## src/rtl/gdma_pkg.sv

```systemverilog
package gdma_pkg;

  typedef enum logic [7:0] {
    OP_BUS2BUF = 8'h00,
    OP_BUF2BUS = 8'h01,
    OP_VALID   = 8'h0E,
    OP_STOP    = 8'h0F
  } gdma_op_e;

  localparam logic [7:0] RSV_LO = 8'h02;
  localparam logic [7:0] RSV_HI = 8'h0D;

  // Turn a pin level into "active" using its configured active level.
  function automatic logic pin_active(input logic pin, input logic active_high);
    return active_high ? pin : ~pin;
  endfunction

endpackage

```

## src/rtl/gdma_beat_counter.sv

```systemverilog
module gdma_beat_counter #(
  parameter int CNT_W = 16
) (
  input  logic             clk,
  input  logic             rst_n,
  input  logic             load,
  input  logic [CNT_W-1:0] load_val,
  input  logic             dec,
  output logic             last
);

  logic [CNT_W-1:0] remain;

  always_ff @(posedge clk or negedge rst_n) begin
    if (!rst_n)      remain <= '0;
    else if (load)   remain <= load_val;
    else if (dec)    remain <= remain - CNT_W'(1);
  end

  assign last = (remain == CNT_W'(1));

  assert_reload_R10: assert property (@(posedge clk) disable iff (!rst_n)
    load |=> remain == $past(load_val));

endmodule

```

## src/rtl/gdma_sequencer.sv

```systemverilog
module gdma_sequencer
  import gdma_pkg::*;
(
  input  logic       clk,
  input  logic       rst_n,
  input  logic       cmd_wr,
  input  logic [7:0] cmd_op,
  input  logic       cnt_en,
  input  logic       cnt_zero,
  input  logic       cnt_last,
  input  logic       beat,
  input  logic       eot_act,
  output logic       busy,
  output logic       dir_wr,
  output logic       cnt_load,
  output logic       irq_int,
  output logic       irq_ext,
  output logic       irq_ok,
  output logic       validate
);

  logic is_start, is_stop, is_valid, term_cnt, term_ext, instant_end;

  assign is_start    = cmd_wr && (cmd_op == OP_BUS2BUF || cmd_op == OP_BUF2BUS);
  assign is_stop     = cmd_wr && (cmd_op == OP_STOP);
  assign is_valid    = cmd_wr && (cmd_op == OP_VALID);
  assign instant_end = cnt_en && cnt_zero;
  assign term_cnt    = busy && beat && cnt_en && cnt_last;
  assign term_ext    = busy && eot_act;
  assign cnt_load    = is_start;

  always_ff @(posedge clk or negedge rst_n) begin
    if (!rst_n) begin
      busy     <= 1'b0;
      dir_wr   <= 1'b0;
      irq_int  <= 1'b0;
      irq_ext  <= 1'b0;
      irq_ok   <= 1'b0;
      validate <= 1'b0;
    end else begin
      validate <= is_valid;
      if (is_start) begin
        busy    <= !instant_end;
        dir_wr  <= cmd_op[0];
        irq_int <= instant_end;
        irq_ext <= 1'b0;
        irq_ok  <= instant_end;
      end else if (is_stop) begin
        busy <= 1'b0;
      end else if (term_cnt || term_ext) begin
        busy    <= 1'b0;
        irq_ok  <= 1'b1;
        if (term_cnt) irq_int <= 1'b1;
        if (term_ext) irq_ext <= 1'b1;
      end
    end
  end

  assert_stop_quiet_R6: assert property (@(posedge clk) disable iff (!rst_n)
    is_stop |=> !busy && $stable({irq_int, irq_ext, irq_ok}));

  assert_reserved_inert_R4: assert property (@(posedge clk) disable iff (!rst_n)
    cmd_wr && cmd_op >= RSV_LO && cmd_op <= RSV_HI && !busy
      |=> !busy && $stable({irq_int, irq_ext, irq_ok}));

  assert_count_end_R10: assert property (@(posedge clk) disable iff (!rst_n)
    term_cnt && !cmd_wr |=> !busy && irq_int && irq_ok);

  assert_ext_end_R12: assert property (@(posedge clk) disable iff (!rst_n)
    term_ext && !cmd_wr |=> !busy && irq_ext && irq_ok);

  assert_sticky_R14: assert property (@(posedge clk) disable iff (!rst_n)
    (irq_ext || irq_int || irq_ok) && !is_start
      |=> (irq_ext >= $past(irq_ext)) && (irq_int >= $past(irq_int)) && (irq_ok >= $past(irq_ok)));

endmodule

```

## src/rtl/gdma_bus_if.sv

```systemverilog
module gdma_bus_if
  import gdma_pkg::*;
#(
  parameter int BYTE_W = 8
) (
  input  logic                clk,
  input  logic                rst_n,
  input  logic                busy,
  input  logic                dir_wr,
  input  logic                cfg_wide,
  input  logic                cfg_swap,
  input  logic                cfg_pol_ack,
  input  logic                cfg_pol_req,
  input  logic                cfg_pol_rd,
  input  logic                cfg_pol_wr,
  input  logic                cfg_pol_eot,
  input  logic                dma_ack,
  input  logic                dma_rd_stb,
  input  logic                dma_wr_stb,
  input  logic                dma_eot,
  input  logic [2*BYTE_W-1:0] dma_d_in,
  output logic                dma_req,
  output logic [2*BYTE_W-1:0] dma_d_out,
  output logic                dma_d_oe,
  input  logic                buf_in_ready,
  output logic                buf_in_valid,
  output logic [2*BYTE_W-1:0] buf_in_data,
  input  logic                buf_out_valid,
  input  logic [2*BYTE_W-1:0] buf_out_data,
  output logic                buf_out_ready,
  output logic                beat,
  output logic                eot_act
);

  localparam int LANES  = 2;
  localparam int DATA_W = LANES * BYTE_W;

  logic ack_a, rd_a, wr_a, req_a;
  logic [DATA_W-1:0] in_swap, out_swap, in_fmt, out_fmt;

  assign ack_a   = pin_active(dma_ack,    cfg_pol_ack);
  assign rd_a    = pin_active(dma_rd_stb, cfg_pol_rd);
  assign wr_a    = pin_active(dma_wr_stb, cfg_pol_wr);
  assign eot_act = pin_active(dma_eot,    cfg_pol_eot);

  for (genvar g = 0; g < LANES; g++) begin : g_lane
    assign in_swap[g*BYTE_W +: BYTE_W]  = dma_d_in[(LANES-1-g)*BYTE_W +: BYTE_W];
    assign out_swap[g*BYTE_W +: BYTE_W] = buf_out_data[(LANES-1-g)*BYTE_W +: BYTE_W];
  end

  always_comb begin
    if (!cfg_wide) begin
      in_fmt  = {{BYTE_W{1'b0}}, dma_d_in[BYTE_W-1:0]};
      out_fmt = {{BYTE_W{1'b0}}, buf_out_data[BYTE_W-1:0]};
    end else if (cfg_swap) begin
      in_fmt  = in_swap;
      out_fmt = out_swap;
    end else begin
      in_fmt  = dma_d_in;
      out_fmt = buf_out_data;
    end
  end

  // Stream toward the buffer (bus-to-buffer direction).
  assign buf_in_valid  = busy && !dir_wr && ack_a && wr_a;
  assign buf_in_data   = in_fmt;
  // Stream from the buffer (buffer-to-bus direction).
  assign buf_out_ready = busy && dir_wr && ack_a && rd_a;
  assign dma_d_out     = out_fmt;
  assign dma_d_oe      = busy && dir_wr;

  assign beat    = (buf_in_valid && buf_in_ready) || (buf_out_ready && buf_out_valid);
  assign req_a   = busy && (dir_wr ? buf_out_valid : buf_in_ready);
  assign dma_req = cfg_pol_req ? req_a : ~req_a;

  assert_idle_quiet_R7: assert property (@(posedge clk) disable iff (!rst_n)
    !busy |-> !dma_d_oe && !buf_in_valid && !buf_out_ready && !beat);

  assert_req_backoff_R13: assert property (@(posedge clk) disable iff (!rst_n)
    busy && !dir_wr && !buf_in_ready |-> dma_req == ~cfg_pol_req);

endmodule

```

## src/rtl/gdma_port.sv

```systemverilog
module gdma_port
  import gdma_pkg::*;
#(
  parameter int BYTE_W = 8,
  parameter int CNT_W  = 16
) (
  input  logic                clk,
  input  logic                rst_n,
  input  logic                cmd_wr,
  input  logic [7:0]          cmd_wdata,
  output logic [7:0]          cmd_rdata,
  input  logic                cfg_wide,
  input  logic                cfg_swap,
  input  logic                cfg_no_count,
  input  logic                cfg_pol_ack,
  input  logic                cfg_pol_req,
  input  logic                cfg_pol_rd,
  input  logic                cfg_pol_wr,
  input  logic                cfg_pol_eot,
  input  logic [CNT_W-1:0]    xfer_count,
  output logic                dma_req,
  input  logic                dma_ack,
  input  logic                dma_rd_stb,
  input  logic                dma_wr_stb,
  input  logic                dma_eot,
  input  logic [2*BYTE_W-1:0] dma_d_in,
  output logic [2*BYTE_W-1:0] dma_d_out,
  output logic                dma_d_oe,
  output logic                buf_in_valid,
  input  logic                buf_in_ready,
  output logic [2*BYTE_W-1:0] buf_in_data,
  input  logic                buf_out_valid,
  output logic                buf_out_ready,
  input  logic [2*BYTE_W-1:0] buf_out_data,
  output logic                buf_validate,
  output logic                irq_int_eot,
  output logic                irq_ext_eot,
  output logic                irq_xfer_ok
);

  logic busy, dir_wr, cnt_load, cnt_last, beat, eot_act;

  assign cmd_rdata = 8'hFF;

  gdma_beat_counter #(.CNT_W(CNT_W)) u_cnt (
    .clk(clk), .rst_n(rst_n), .load(cnt_load), .load_val(xfer_count),
    .dec(beat), .last(cnt_last)
  );

  gdma_sequencer u_seq (
    .clk(clk), .rst_n(rst_n), .cmd_wr(cmd_wr), .cmd_op(cmd_wdata),
    .cnt_en(!cfg_no_count), .cnt_zero(xfer_count == '0), .cnt_last(cnt_last),
    .beat(beat), .eot_act(eot_act), .busy(busy), .dir_wr(dir_wr),
    .cnt_load(cnt_load), .irq_int(irq_int_eot), .irq_ext(irq_ext_eot),
    .irq_ok(irq_xfer_ok), .validate(buf_validate)
  );

  gdma_bus_if #(.BYTE_W(BYTE_W)) u_bus (
    .clk(clk), .rst_n(rst_n), .busy(busy), .dir_wr(dir_wr),
    .cfg_wide(cfg_wide), .cfg_swap(cfg_swap),
    .cfg_pol_ack(cfg_pol_ack), .cfg_pol_req(cfg_pol_req),
    .cfg_pol_rd(cfg_pol_rd), .cfg_pol_wr(cfg_pol_wr), .cfg_pol_eot(cfg_pol_eot),
    .dma_ack(dma_ack), .dma_rd_stb(dma_rd_stb), .dma_wr_stb(dma_wr_stb),
    .dma_eot(dma_eot), .dma_d_in(dma_d_in), .dma_req(dma_req),
    .dma_d_out(dma_d_out), .dma_d_oe(dma_d_oe),
    .buf_in_ready(buf_in_ready), .buf_in_valid(buf_in_valid), .buf_in_data(buf_in_data),
    .buf_out_valid(buf_out_valid), .buf_out_data(buf_out_data),
    .buf_out_ready(buf_out_ready), .beat(beat), .eot_act(eot_act)
  );

  assert_oe_needs_cmd_R7: assert property (@(posedge clk) disable iff (!rst_n)
    dma_d_oe |-> !buf_in_valid);

endmodule

```

## config.mk

```make
export PLATFORM = sky130hd
export DESIGN_NAME = gdma_port
export DESIGN_NICKNAME = d
export VERILOG_FILES = /design/src/rtl/gdma_pkg.sv /design/src/rtl/gdma_beat_counter.sv /design/src/rtl/gdma_sequencer.sv /design/src/rtl/gdma_bus_if.sv /design/src/rtl/gdma_port.sv
export SDC_FILE = /design/constraint.sdc
export NUM_CORES = 1
export LEC_CHECK = 0
export BUFFER_PORTS_ARGS = -buffer_cell sky130_fd_sc_hd__clkbuf_2
export CELL_PAD_IN_SITES_DETAIL_PLACEMENT = 0
export CELL_PAD_IN_SITES_GLOBAL_PLACEMENT = 1
export CORE_UTILIZATION = 32
export CTS_CLUSTER_DIAMETER = 30
export CTS_CLUSTER_SIZE = 8
export DETAILED_ROUTE_END_ITERATION = 6
export GPL_TIMING_DRIVEN = 0
export PLACE_DENSITY_LB_ADDON = 0.1
export SYNTH_ARGS = -nofsm -noshare
export SYNTH_HDL_FRONTEND = slang
export SYNTH_SLANG_ARGS = --single-unit
export TNS_END_PERCENT = 10
```

## constraint.sdc

```tcl
create_clock -name clk -period 4.7 [get_ports clk]
set_clock_uncertainty 0.2 [all_clocks]
set_input_delay 0.47 -clock clk [delete_from_list [all_inputs] [get_ports clk]]
set_output_delay 0.47 -clock clk [all_outputs]
set_load 0.05 [all_outputs]
```

### After elaboration in Yosys (flattened, before gate mapping)

Index checks and enable logic that the tools add are counted.

| operators by class | value |
|---|---|
| bitwise logic cells | 5 |
| multiplexer cells | 26 |
| add/sub/neg operators | 1 |
| reductions and logical operators | 33 |
| equality and inequality tests | 5 |

Operator list:

| operator | count |
|---|---|
| $mux W16 | 6 |
| $mux W1 | 20 |
| $logic_and A1 B1 Y1 | 17 |
| $eq A16 B1 Y1 const B | 1 |
| $eq A8 B4 Y1 const B | 2 |
| $logic_not A16 Y1 | 1 |
| $sub A16 B1 Y16 const B | 1 |
| $eq A8 B1 Y1 const B | 1 |
| $logic_not A8 Y1 | 1 |
| $reduce_bool A2 Y1 | 4 |
| $reduce_and A3 Y1 | 2 |
| $not A1 Y1 | 5 |
| $logic_not A1 Y1 | 3 |
| $logic_or A1 B1 Y1 | 3 |
| $reduce_bool A3 Y1 | 1 |
| $ne A2 B2 Y1 const B | 1 |
| $reduce_and A2 Y1 | 1 |

| word-level totals | value |
|---|---|
| output and inout port bits | 48 |
| register bits | 22 |
| bits of input ports | 73 |
| word-level logic and storage cells | 77 |

### Depth between registers and ports, before layout

Gate-level depths: netlist of the first run.

| logic depth | value |
|---|---|
| depth after elaboration | 13 |
| mapped depth | 7 |
| mapped depth without buffers | 6 |

### By module

A second synthesis of the first run with hierarchy kept.

| unflattened totals | value |
|---|---|
| cells, all modules | 215 |
| area total of the unflattened synthesis | 1,991.9 µm² |

By module, submodules not included:

| module | area an instance (µm²) | sequential area each (µm²) | cells each | instances |
|---|---|---|---|---|
| gdma_beat_counter | 920.9 | 400.4 | 101 | 1 |
| gdma_bus_if | 621.8 | 0.0 | 69 | 1 |
| gdma_sequencer | 347.8 | 150.1 | 30 | 1 |
| gdma_port | 101.3 | 0.0 | 15 | 1 |

### Least setup slack after synthesis of the first run

No wires, ideal clock.

| path | value |
|---|---|
| kind | input port to output port |
| start point | input cfg_pol_ack |
| end point | output buf_in_valid |
| data required time | 4,030 ps |
| setup slack | 2,017 ps |
| buffers on the path | 0 |
| data arrival time | 2,013 ps |
| stages on the path | 3 |
| cell sequence | xnor2_1 -> nand2_1 -> nor3_1 |

| on the way | value |
|---|---|
| longest elaborated chain between the ends | 3 |

RTL lines:

| element | RTL line | text |
|---|---|---|
| from (decl) | gdma_port.sv:15 | `input logic cfg_pol_ack,` |
| $mux W1 | gdma_pkg.sv:15 | `return active_high ? pin : ~pin;` |
| $logic_and A1 B1 Y1 (2 in series) | gdma_bus_if.sv:65 | `assign buf_in_valid = busy && !dir_wr && ack_a && wr_a;` |
| to (decl) | gdma_port.sv:29 | `output logic buf_in_valid,` |

No other way between the ends.

### Final worst setup path of the first run

| path | value |
|---|---|
| start point | input cfg_swap |
| end point | output buf_in_data[3] |

| on the way | value |
|---|---|
| longest elaborated chain between the ends | 2 |

RTL lines:

| element | RTL line | text |
|---|---|---|
| from (decl) | gdma_port.sv:13 | `input logic cfg_swap,` |
| $mux W16 | gdma_bus_if.sv:55 | `end else if (cfg_swap) begin` |
| $mux W16 | gdma_bus_if.sv:52 | `if (!cfg_wide) begin` |
| to (decl) | gdma_port.sv:31 | `output logic [2*BYTE_W-1:0] buf_in_data,` |

No other way between the ends.

==> summary by stage, run 1 <==
Final layout
0 antenna diodes ended up in the layout. Of the cells placed in the final design, the portion with a size suffix greater than 1 is 0.459. The net count of the finished layout is 416. The area growth from synthesis to layout is 38.3%. The number of filler instances in the final layout is 571.

CTS
The number of gates resized after cts is 0. CTS saw 22 sinks. Buffers inserted during clock tree synthesis total 3. The buffer depth of the longest clock path is 2. The hold-fix buffer count after cts is 0. The clock latency at the later pin of the worst-skew pair is around 0.26 ns. In this run the clock root is driven by a sky130_fd_sc_hd__clkbuf_8. The CTS tree is yes. Clock-pin slew was measured on the worst setup and hold paths at roughly 0.080 ns. Once the clock tree was built, the setup fixing pass inserted 0 buffers.

The deepest level of the CTS H-tree is 1.

STA
The number of endpoints with negative hold slack in the final report is 22. The worst hold slack is -0.0159 ns. At the pin with the least slew margin, the transition time is 0.704 ns.

The maximum clock rate is 0.370 GHz. Setup violations remaining at the end of the flow were counted as 0. For the final routed database, the setup TNS stands at 0 ns. The remaining max-slew budget at the tightest pin is 0.531.

The worst path needs 2.70 ns of the cycle, external delays included. The final number of max-transition violations is 0. The post-route fraction of the period consumed by the critical path is 0.574. Setup repair after global routing left no endpoint under its margin.

The slack of the critical path is 2.00 ns.

Synth
Synthesis inferred 22 register bits. The number of warnings issued by yosys is 0. The distinct cell type count after synthesis is 41. The synthesized design spends more area on one cell type than any other, namely sky130_fd_sc_hd__dfrtp_1. In the post-synthesis netlist, the biggest area contributors are sky130_fd_sc_hd__dfrtp_1 (28%), sky130_fd_sc_hd__mux2_2 (9.9%), sky130_fd_sc_hd__mux2i_1 (8.8%). The mapped cell area is 0.00194 mm^2. The cell count after synthesis is about 220.

The fraction of registers with async set/reset is 1.00. The number of enable flip-flop cells after synthesis is 0. The portion of synthesized cell area occupied by the leading cell type is 0.284.

The proportion of synthesized chip area in sequential cells is 0.284. Dividing the synthesized area by the synthesized cell count gives 8.90 um^2. In the synthesized netlist the dominant register cell turns out to be sky130_fd_sc_hd__dfrtp_1.

Floorplan
around 120 I/O pins were placed. From bottom edge to top edge, the die measures 79.9 um. The number of core rows is 27. The core area is ~0.0057 mm^2. The initial core utilization is 0.342. The die covers 0.00638 mm^2. In this run the horizontal extent of the chip is roughly 80 um.

Critical path
At the worst endpoint, the arrival time is around 2 ns. The start of the worst register-to-register path is u_cnt.remain[10]. The startpoint-to-endpoint class of the critical path is in2out. The type of element capturing the critical path is an output port. The launch point of the critical path is cfg_swap. The required time of the critical path is 4.03 ns. The worst register-to-register path ends at u_seq.busy.

The slowest cell on the critical path is sky130_fd_sc_hd__clkbuf_1. The critical path's largest stage delay is 0.47 ns. The element type at the critical path start is a primary input. Of all nets on the critical path, the largest fanout is 10. The worst register-to-register path has a setup slack of 2.54 ns. The critical path goes through buf_2, nand2_1, clkbuf_1, mux2_2, clkbuf_2. Counting cells, the worst reg-to-reg path comes to 5.

Power and ir drop
In this run the power density over the cells is 328 mW/mm^2. The total leakage power is 1.31 nW. VDD sags by at most 0.213 mV.

Drt
The overall routed net length is 5190 um. The detailed router finished its first iteration with 44 violations. Dividing the detail-routed via count by the number of cells gives roughly 4.8.

The number of detailed-routing iterations run before antenna repair is 4. Once detail routing completed, the nets flagged for antenna violations numbered 0. In the final routed layout, each cell accounts on average for 12.6 um.

The count of vias placed by the detailed router is 1972. The detailed-route DRC error count is 0.

GRT
In the global route stage, overall resource usage came out at 0.156. The number of global-route vias before repair came to 1735. Entering global routing, the biggest net connects 23 pins. The remaining global-route overflow is 0. The number of antenna violations at the first check in global routing was 0.

The first global-routing pass estimated 7970 um of wire.

Placement
The count of buffers added on input and output ports is between 100 and 150. The congestion estimate from routability-driven global placement came to 0.816. The HPWL after detailed placement is 4290 um. Prior to clock tree synthesis, the placed netlist has a worst setup slack of 1.98 ns.

Status
The checks that failed: negative hold slack. The flow ran to the end, but the final reports show violations.

Job
The reported max-cap violation count is 0.

Worst hold path
In this run the worst hold path is classified as in2async.
==> cells by family after synthesis <==
logic type,after synthesis,synth area share
other,1,0.00193
buffers and inverters,18,0.0535
and+or+nand+nor,95,0.291
AOI/OAI and AO/OA,26,0.0800
DFF,22,0.284
muxes,34,0.186
adders and majority gates,2,0.0129
xor gates and xnor gates,20,0.0903
==> metal layers <==
layer / global-route usage / routed length (um) / vias to the layer above
met5: 0 / 0 / -
met4: 0.0304 / 19 / 0
met3: 0.0149 / 330 / 2
met2: 0.299 / 2540 / 78
met1: 0.186 / 2290 / 884
li1: - / - / 1008
==> worst max path at each step <==
stage | slack, ns | to
6_report | 2.00 | buf_in_data[3]
5_1_grt | 1.91 | buf_in_data[4]
4_1_cts | 1.97 | buf_in_data[3]
3_5_place_dp | 1.98 | buf_in_data[3]
3_3_place_gp | 1.94 | buf_in_data[3]
2_1_floorplan | 2.02 | buf_in_valid
==> cell type report <==
| class | count | area [um^2] | area share |
|---|---|---|---|
| inverters | 2 | 7.51 | 0.00280 |
| clock buffers | 3 | 41.3 | 0.0154 |
| multi-input cells | 185 | 1310 | 0.489 |
| plain buffers | 16 | 96.3 | 0.0359 |
| repair buffers | 111 | 556 | 0.207 |
| flip-flops and latches | 22 | 551 | 0.205 |
| clock inverters | 1 | 30.0 | 0.0112 |
| well taps | 72 | 90.1 | 0.0336 |
==> power by group <==
part / switching [W] / internal [W]
clock network: 0.0000605 / 0.000114
registers: 0.0000423 / 0.000234
logic: 0.000275 / 0.000155
total: 0.000378 / 0.000503
==> metrics by stage <==
step                      utilization  std cells  cell area (um^2)  total power [W]
final                           0.473        412              2680         0.000881
after floorplan                     -        225              1970         0.000600
after detailed placement        0.460        408              2610         0.000711
after CTS                       0.473        412              2680         0.000887
after global placement          0.460        408              2610         0.000707
after global routing            0.473        412              2680         0.000935
==> cells in the mapped netlist, types with 2 or more instances <==
cell                       count
sky130_fd_sc_hd__a21oi_1       6
sky130_fd_sc_hd__and2_1        4
sky130_fd_sc_hd__buf_2         5
sky130_fd_sc_hd__buf_4         8
sky130_fd_sc_hd__clkbuf_1      2
sky130_fd_sc_hd__dfrtp_1      22
sky130_fd_sc_hd__ha_1          2
sky130_fd_sc_hd__inv_1         2
sky130_fd_sc_hd__mux2_2       17
sky130_fd_sc_hd__mux2i_1      17
sky130_fd_sc_hd__nand2_1      21
sky130_fd_sc_hd__nand2b_1      3
sky130_fd_sc_hd__nand3_1       2
sky130_fd_sc_hd__nand4_1       2
sky130_fd_sc_hd__nor2_1       14
sky130_fd_sc_hd__nor2b_1      17
sky130_fd_sc_hd__nor3_1        9
sky130_fd_sc_hd__nor4_1        9
sky130_fd_sc_hd__nor4_2        2
sky130_fd_sc_hd__o21ai_0       3
sky130_fd_sc_hd__o21ai_1      12
sky130_fd_sc_hd__or3_1         2
sky130_fd_sc_hd__xnor2_1      18
sky130_fd_sc_hd__xor2_1        2
==> worst max-delay path, delay by kind of cell <==
kind / cells / cell delay [ns]
mux: 1 / 0.41
simple gates: 1 / 0.26
buf+inv: 3 / 0.88
==> registers in the layout, indices dropped and copies added, names as in the netlist <==
register        cells
u_cnt.remain       16
u_seq.busy          1
u_seq.dir_wr        1
u_seq.irq_ext       1
u_seq.irq_int       1
u_seq.irq_ok        1
u_seq.validate      1
==> cells in the final DEF (no fill, tap or decap), types with 3 or more instances in the layout <==
cell,netlist,layout
sky130_fd_sc_hd__buf_4,8,8
sky130_fd_sc_hd__nand2b_1,3,3
sky130_fd_sc_hd__mux2i_1,17,17
sky130_fd_sc_hd__a21oi_1,6,6
sky130_fd_sc_hd__clkbuf_8,0,3
sky130_fd_sc_hd__dfrtp_1,22,22
sky130_fd_sc_hd__nor3_1,9,9
sky130_fd_sc_hd__nand2_1,21,21
sky130_fd_sc_hd__buf_2,5,5
sky130_fd_sc_hd__o21ai_0,3,3
sky130_fd_sc_hd__nor4_1,9,9
sky130_fd_sc_hd__clkbuf_2,0,111
sky130_fd_sc_hd__o21ai_1,12,12
sky130_fd_sc_hd__conb_1,1,8
sky130_fd_sc_hd__xnor2_1,18,18
sky130_fd_sc_hd__nor2_1,14,14
sky130_fd_sc_hd__mux2_2,17,17
sky130_fd_sc_hd__and2_1,4,4
sky130_fd_sc_hd__nor2b_1,17,17
(Power assumes the default switching activity.)
==> run 2, diff against run 1 <==
--- a/config.mk
+++ b/config.mk
@@ -8,7 +8,7 @@
 export BUFFER_PORTS_ARGS = -buffer_cell sky130_fd_sc_hd__clkbuf_2
 export CELL_PAD_IN_SITES_DETAIL_PLACEMENT = 0
 export CELL_PAD_IN_SITES_GLOBAL_PLACEMENT = 1
-export CORE_UTILIZATION = 32
+export CORE_UTILIZATION = 30
 export CTS_CLUSTER_DIAMETER = 30
 export CTS_CLUSTER_SIZE = 8
 export DETAILED_ROUTE_END_ITERATION = 6
==> constraint.sdc (replaced) <==
create_clock -name clk -period 2.5 [get_ports clk]
set_clock_uncertainty 0.2 [all_clocks]
set_input_delay 0.25 -clock clk [delete_from_list [all_inputs] [get_ports clk]]
set_output_delay 0.25 -clock clk [all_outputs]
set_load 0.05 [all_outputs]
==> run 2 against run 1 <==
  * The flow now finishes without violations
  * Routed wire length fell by 1.0%
  * Clock-buffer cell count is 1 higher
  * Final cell count increased by 1.2%
  * Clock power up 48%
  * Critical endpoint is now buf_in_data[5]
  * Largest cell class unchanged
  * Largest power group unchanged
==> summary by stage, run 2 (synthesized netlist as in run 1, its figures left out) <==
Status
The run finished with clean final reports.

Job
The reported max-cap violation count is 0 (unchanged).

GRT
The number of antenna violations at the first check in global routing came to 0 (unchanged). The number of global-route vias before repair came to 1773 (+2.2%). The remaining global-route overflow was 0 (unchanged). The total routing resource utilization after global routing is 0.149 (-0.00635). The global-route wire length before repair is 7810 um (-2.0%). The maximum number of pins on one net before global-route repair is 23 (unchanged).

Floorplan
The core area came to 0.00606 mm^2 (+6.8%). The number of primary I/O pins is 121 (unchanged). The initial core utilization was 0.320 (-0.0217). The overall die width is 82.4 um (+3.2%). The number of core rows is 28 (+3.7%). The die height is 82.4 um (+3.2%). The area enclosed by the die boundary was 0.00679 mm^2 (+6.5%).

Power and ir drop
The total leakage power is 1.31 nW (+0.11%). The total power was 0.00158 W (+80%). The share of power burned in the clock network is 0.163 (-0.035). The internal power consumption is 0.000873 W (+74%). The power share of the combinational group is 0.510 (+0.021). The fraction of power spent switching nets was 0.448 (+0.0187). The power spent charging and discharging nets came to 0.000708 W (+87%). The power density normalized to cell area is 588 mW/mm^2 (+79%).

The worst vdd rail ir drop was 0.285 mV (+34%). The share of power burned in registers is 0.327 (+0.013).

Critical path
The type of element capturing the critical path is an output port. The critical path's largest stage delay is 0.49 ns (+0.02 ns). The arrival time of data at the critical path endpoint is 1.82 ns (-0.21 ns). The slowest stage of the critical path belongs to the cell sky130_fd_sc_hd__clkbuf_1.

The setup slack of the most critical reg-to-reg path is 0.37 ns (-2.17 ns). The startpoint-to-endpoint class of the critical path is in2out. The largest fanout on the critical path is 10 (unchanged).

The buffer and inverter count on the worst path is 3 (unchanged). The worst setup path is launched from a primary input. The category of cells accounting for the largest share of critical-path delay is buffers and inverters. The required time of the critical path is 2.05 ns (-1.98 ns).

The signal on the critical path passes through buf_2, nand2_1, clkbuf_1, mux2_2, clkbuf_2.

Drt
The number of vias per cell after detailed routing is 4.85 (+1.3%). The final antenna-violating net count is 0 (unchanged). The first-iteration detailed-routing DRC count is 37 (-16%). The detailed-route DRC error count is 0 (unchanged). The number of detailed-routing iterations run before antenna repair is 4 (unchanged).

The overall routed net length is 5130 um (-1.0%). The detailed-route wire length per cell is 12.3 um (-2.2%). The count of vias placed by the detailed router is 2022 (+2.5%).

CTS
The clock latency at the later pin of the worst-skew pair is 0.26 ns (about the same). The cell chosen for the clock root is sky130_fd_sc_hd__clkbuf_8. The number of gates resized after cts came to 0 (unchanged). The total clock buffers created by CTS was 3 (unchanged). The count of buffers added by post-CTS timing repair for setup came to 0 (unchanged). The number of clock sinks seen by CTS came to 22 (unchanged). The CTS tree is yes. The deepest level of the CTS H-tree is 1 (unchanged). The post-CTS clock slew at the launch and capture registers of the worst setup and hold paths is 0.08 ns (about the same).

The buffer depth of the longest clock path came to 2 (unchanged).

STA
The maximum clock rate is 0.441 GHz. The number of endpoints with negative hold slack in the final report was 0 (-100%). The count of endpoints failing setup in the final report came to 0 (unchanged). Setup repair after global routing left no endpoint under its margin. The remaining max-slew budget at the tightest pin is 0.537 (+0.00645). The worst hold slack is 0.000906 ns (+0.0168 ns). The actual transition at the worst max-transition pin is 0.694 ns (-0.00968 ns). The post-route fraction of the period consumed by the critical path is 0.908. The slack of the critical path is 0.231 ns (-1.77 ns). The time the final worst path needs with I/O delays and setup is ~2.3 ns. The final number of max-transition violations is 0 (unchanged). The total negative slack for setup checks is 0 ns (unchanged).

Final layout
The number of nets at the end of the flow is 418 (+0.48%). The number of filler instances in the final layout is 642 (+12%). The fraction of final layout cells with drive strength greater than 1 is 0.456 (-0.00268). The most common cell after layout, fill and taps aside is sky130_fd_sc_hd__clkbuf_2.

In the layout the commonest cells are sky130_fd_sc_hd__clkbuf_2 (111), sky130_fd_sc_hd__dfrtp_1 (22), sky130_fd_sc_hd__nand2_1 (21). The number of flip-flops in the largest register is 16 (unchanged). The area growth from synthesis to layout is 38.7%. The final antenna diode count is 0 (unchanged).

Counting flops per register, the top entry is u_cnt.remain.

Placement
The HPWL after detailed placement is 4210 um (-1.8%). The post-place setup slack is 0.231 ns (-1.75 ns). The final weighted congestion in routability-driven placement was 0.705 (-14%). The total of buffers placed on input and output ports is 111 (unchanged).

Worst hold path
The path class of the lowest-slack min-delay path is in2reg.
==> run 2: cell types whose count changed in the layout (fill, tap and decap cells not counted), sizes merged <==
cell         delta
bufinv          -1
dlygate4sd3     +2
clkbuf          +1
==> run 2: power groups by stage <==
stage               sequential, W  clock [W]  combinational (W)
finish                   0.000517   0.000258           0.000806
global route             0.000529   0.000279           0.000875
CTS                      0.000518   0.000266           0.000813
detailed placement       0.000525          0           0.000807
global placement         0.000523          0           0.000808
floorplan                0.000575          0           0.000553
==> run 2: path summary, 6_finish.rpt <==
check	startpoint	to	cells after the start
setup reg to reg	u_cnt.remain[10]	u_seq.busy	5
hold reg to reg	u_seq.irq_ext	u_seq.irq_ext	2
max in group asynchronous	rst_n	u_cnt.remain[1]	2
min in group asynchronous	rst_n	u_cnt.remain[4]	2
hold / removal	xfer_count[3]	u_cnt.remain[3]	3
setup / recovery	cfg_swap	buf_in_data[5]	5
==> run 2: metrics by stage <==
stage / instances / instance area [um^2] / utilization
floorplan: 225 / 1970 / -
global placement: 411 / 2620 / 0.431
detailed placement: 411 / 2620 / 0.431
CTS: 417 / 2690 / 0.444
global route: 417 / 2690 / 0.444
finish: 417 / 2690 / 0.444
==> run 2: routing by layer <==
metal,vias up,global-route usage,part of all wire
met1,923,0.182,0.42
met2,91,0.275,0.48
li1,1003,-,-
met5,-,0,0
met4,0,0.0368,0.0078
met3,5,0.0187,0.097
==> run 2: layout make-up <==
cell class | count | area, um^2 | share of cell area
Tap cell | 75 | 93.8 | 0.0349
Inverter | 2 | 7.51 | 0.00279
Timing Repair Buffer | 113 | 576 | 0.214
Sequential cell | 22 | 551 | 0.205
Multi-Input combinational cell | 185 | 1310 | 0.487
Buffer | 16 | 96.3 | 0.0358
Clock buffer | 4 | 55.1 | 0.0205
==> run 2: worst reg2reg max path: stages, from the launching register on <==
cell                      delay, ns
sky130_fd_sc_hd__dfrtp_1       0.42
sky130_fd_sc_hd__or4_4         0.54
sky130_fd_sc_hd__or3_4         0.36
sky130_fd_sc_hd__nor2_1        0.10
sky130_fd_sc_hd__nand4_1       0.19
sky130_fd_sc_hd__a21bo_1       0.22
==> run 2: repair_timing <==
action,CTS,global route
setup endpoints to repair,0,0
hold buffers,2,0
hold endpoints to repair,23,0
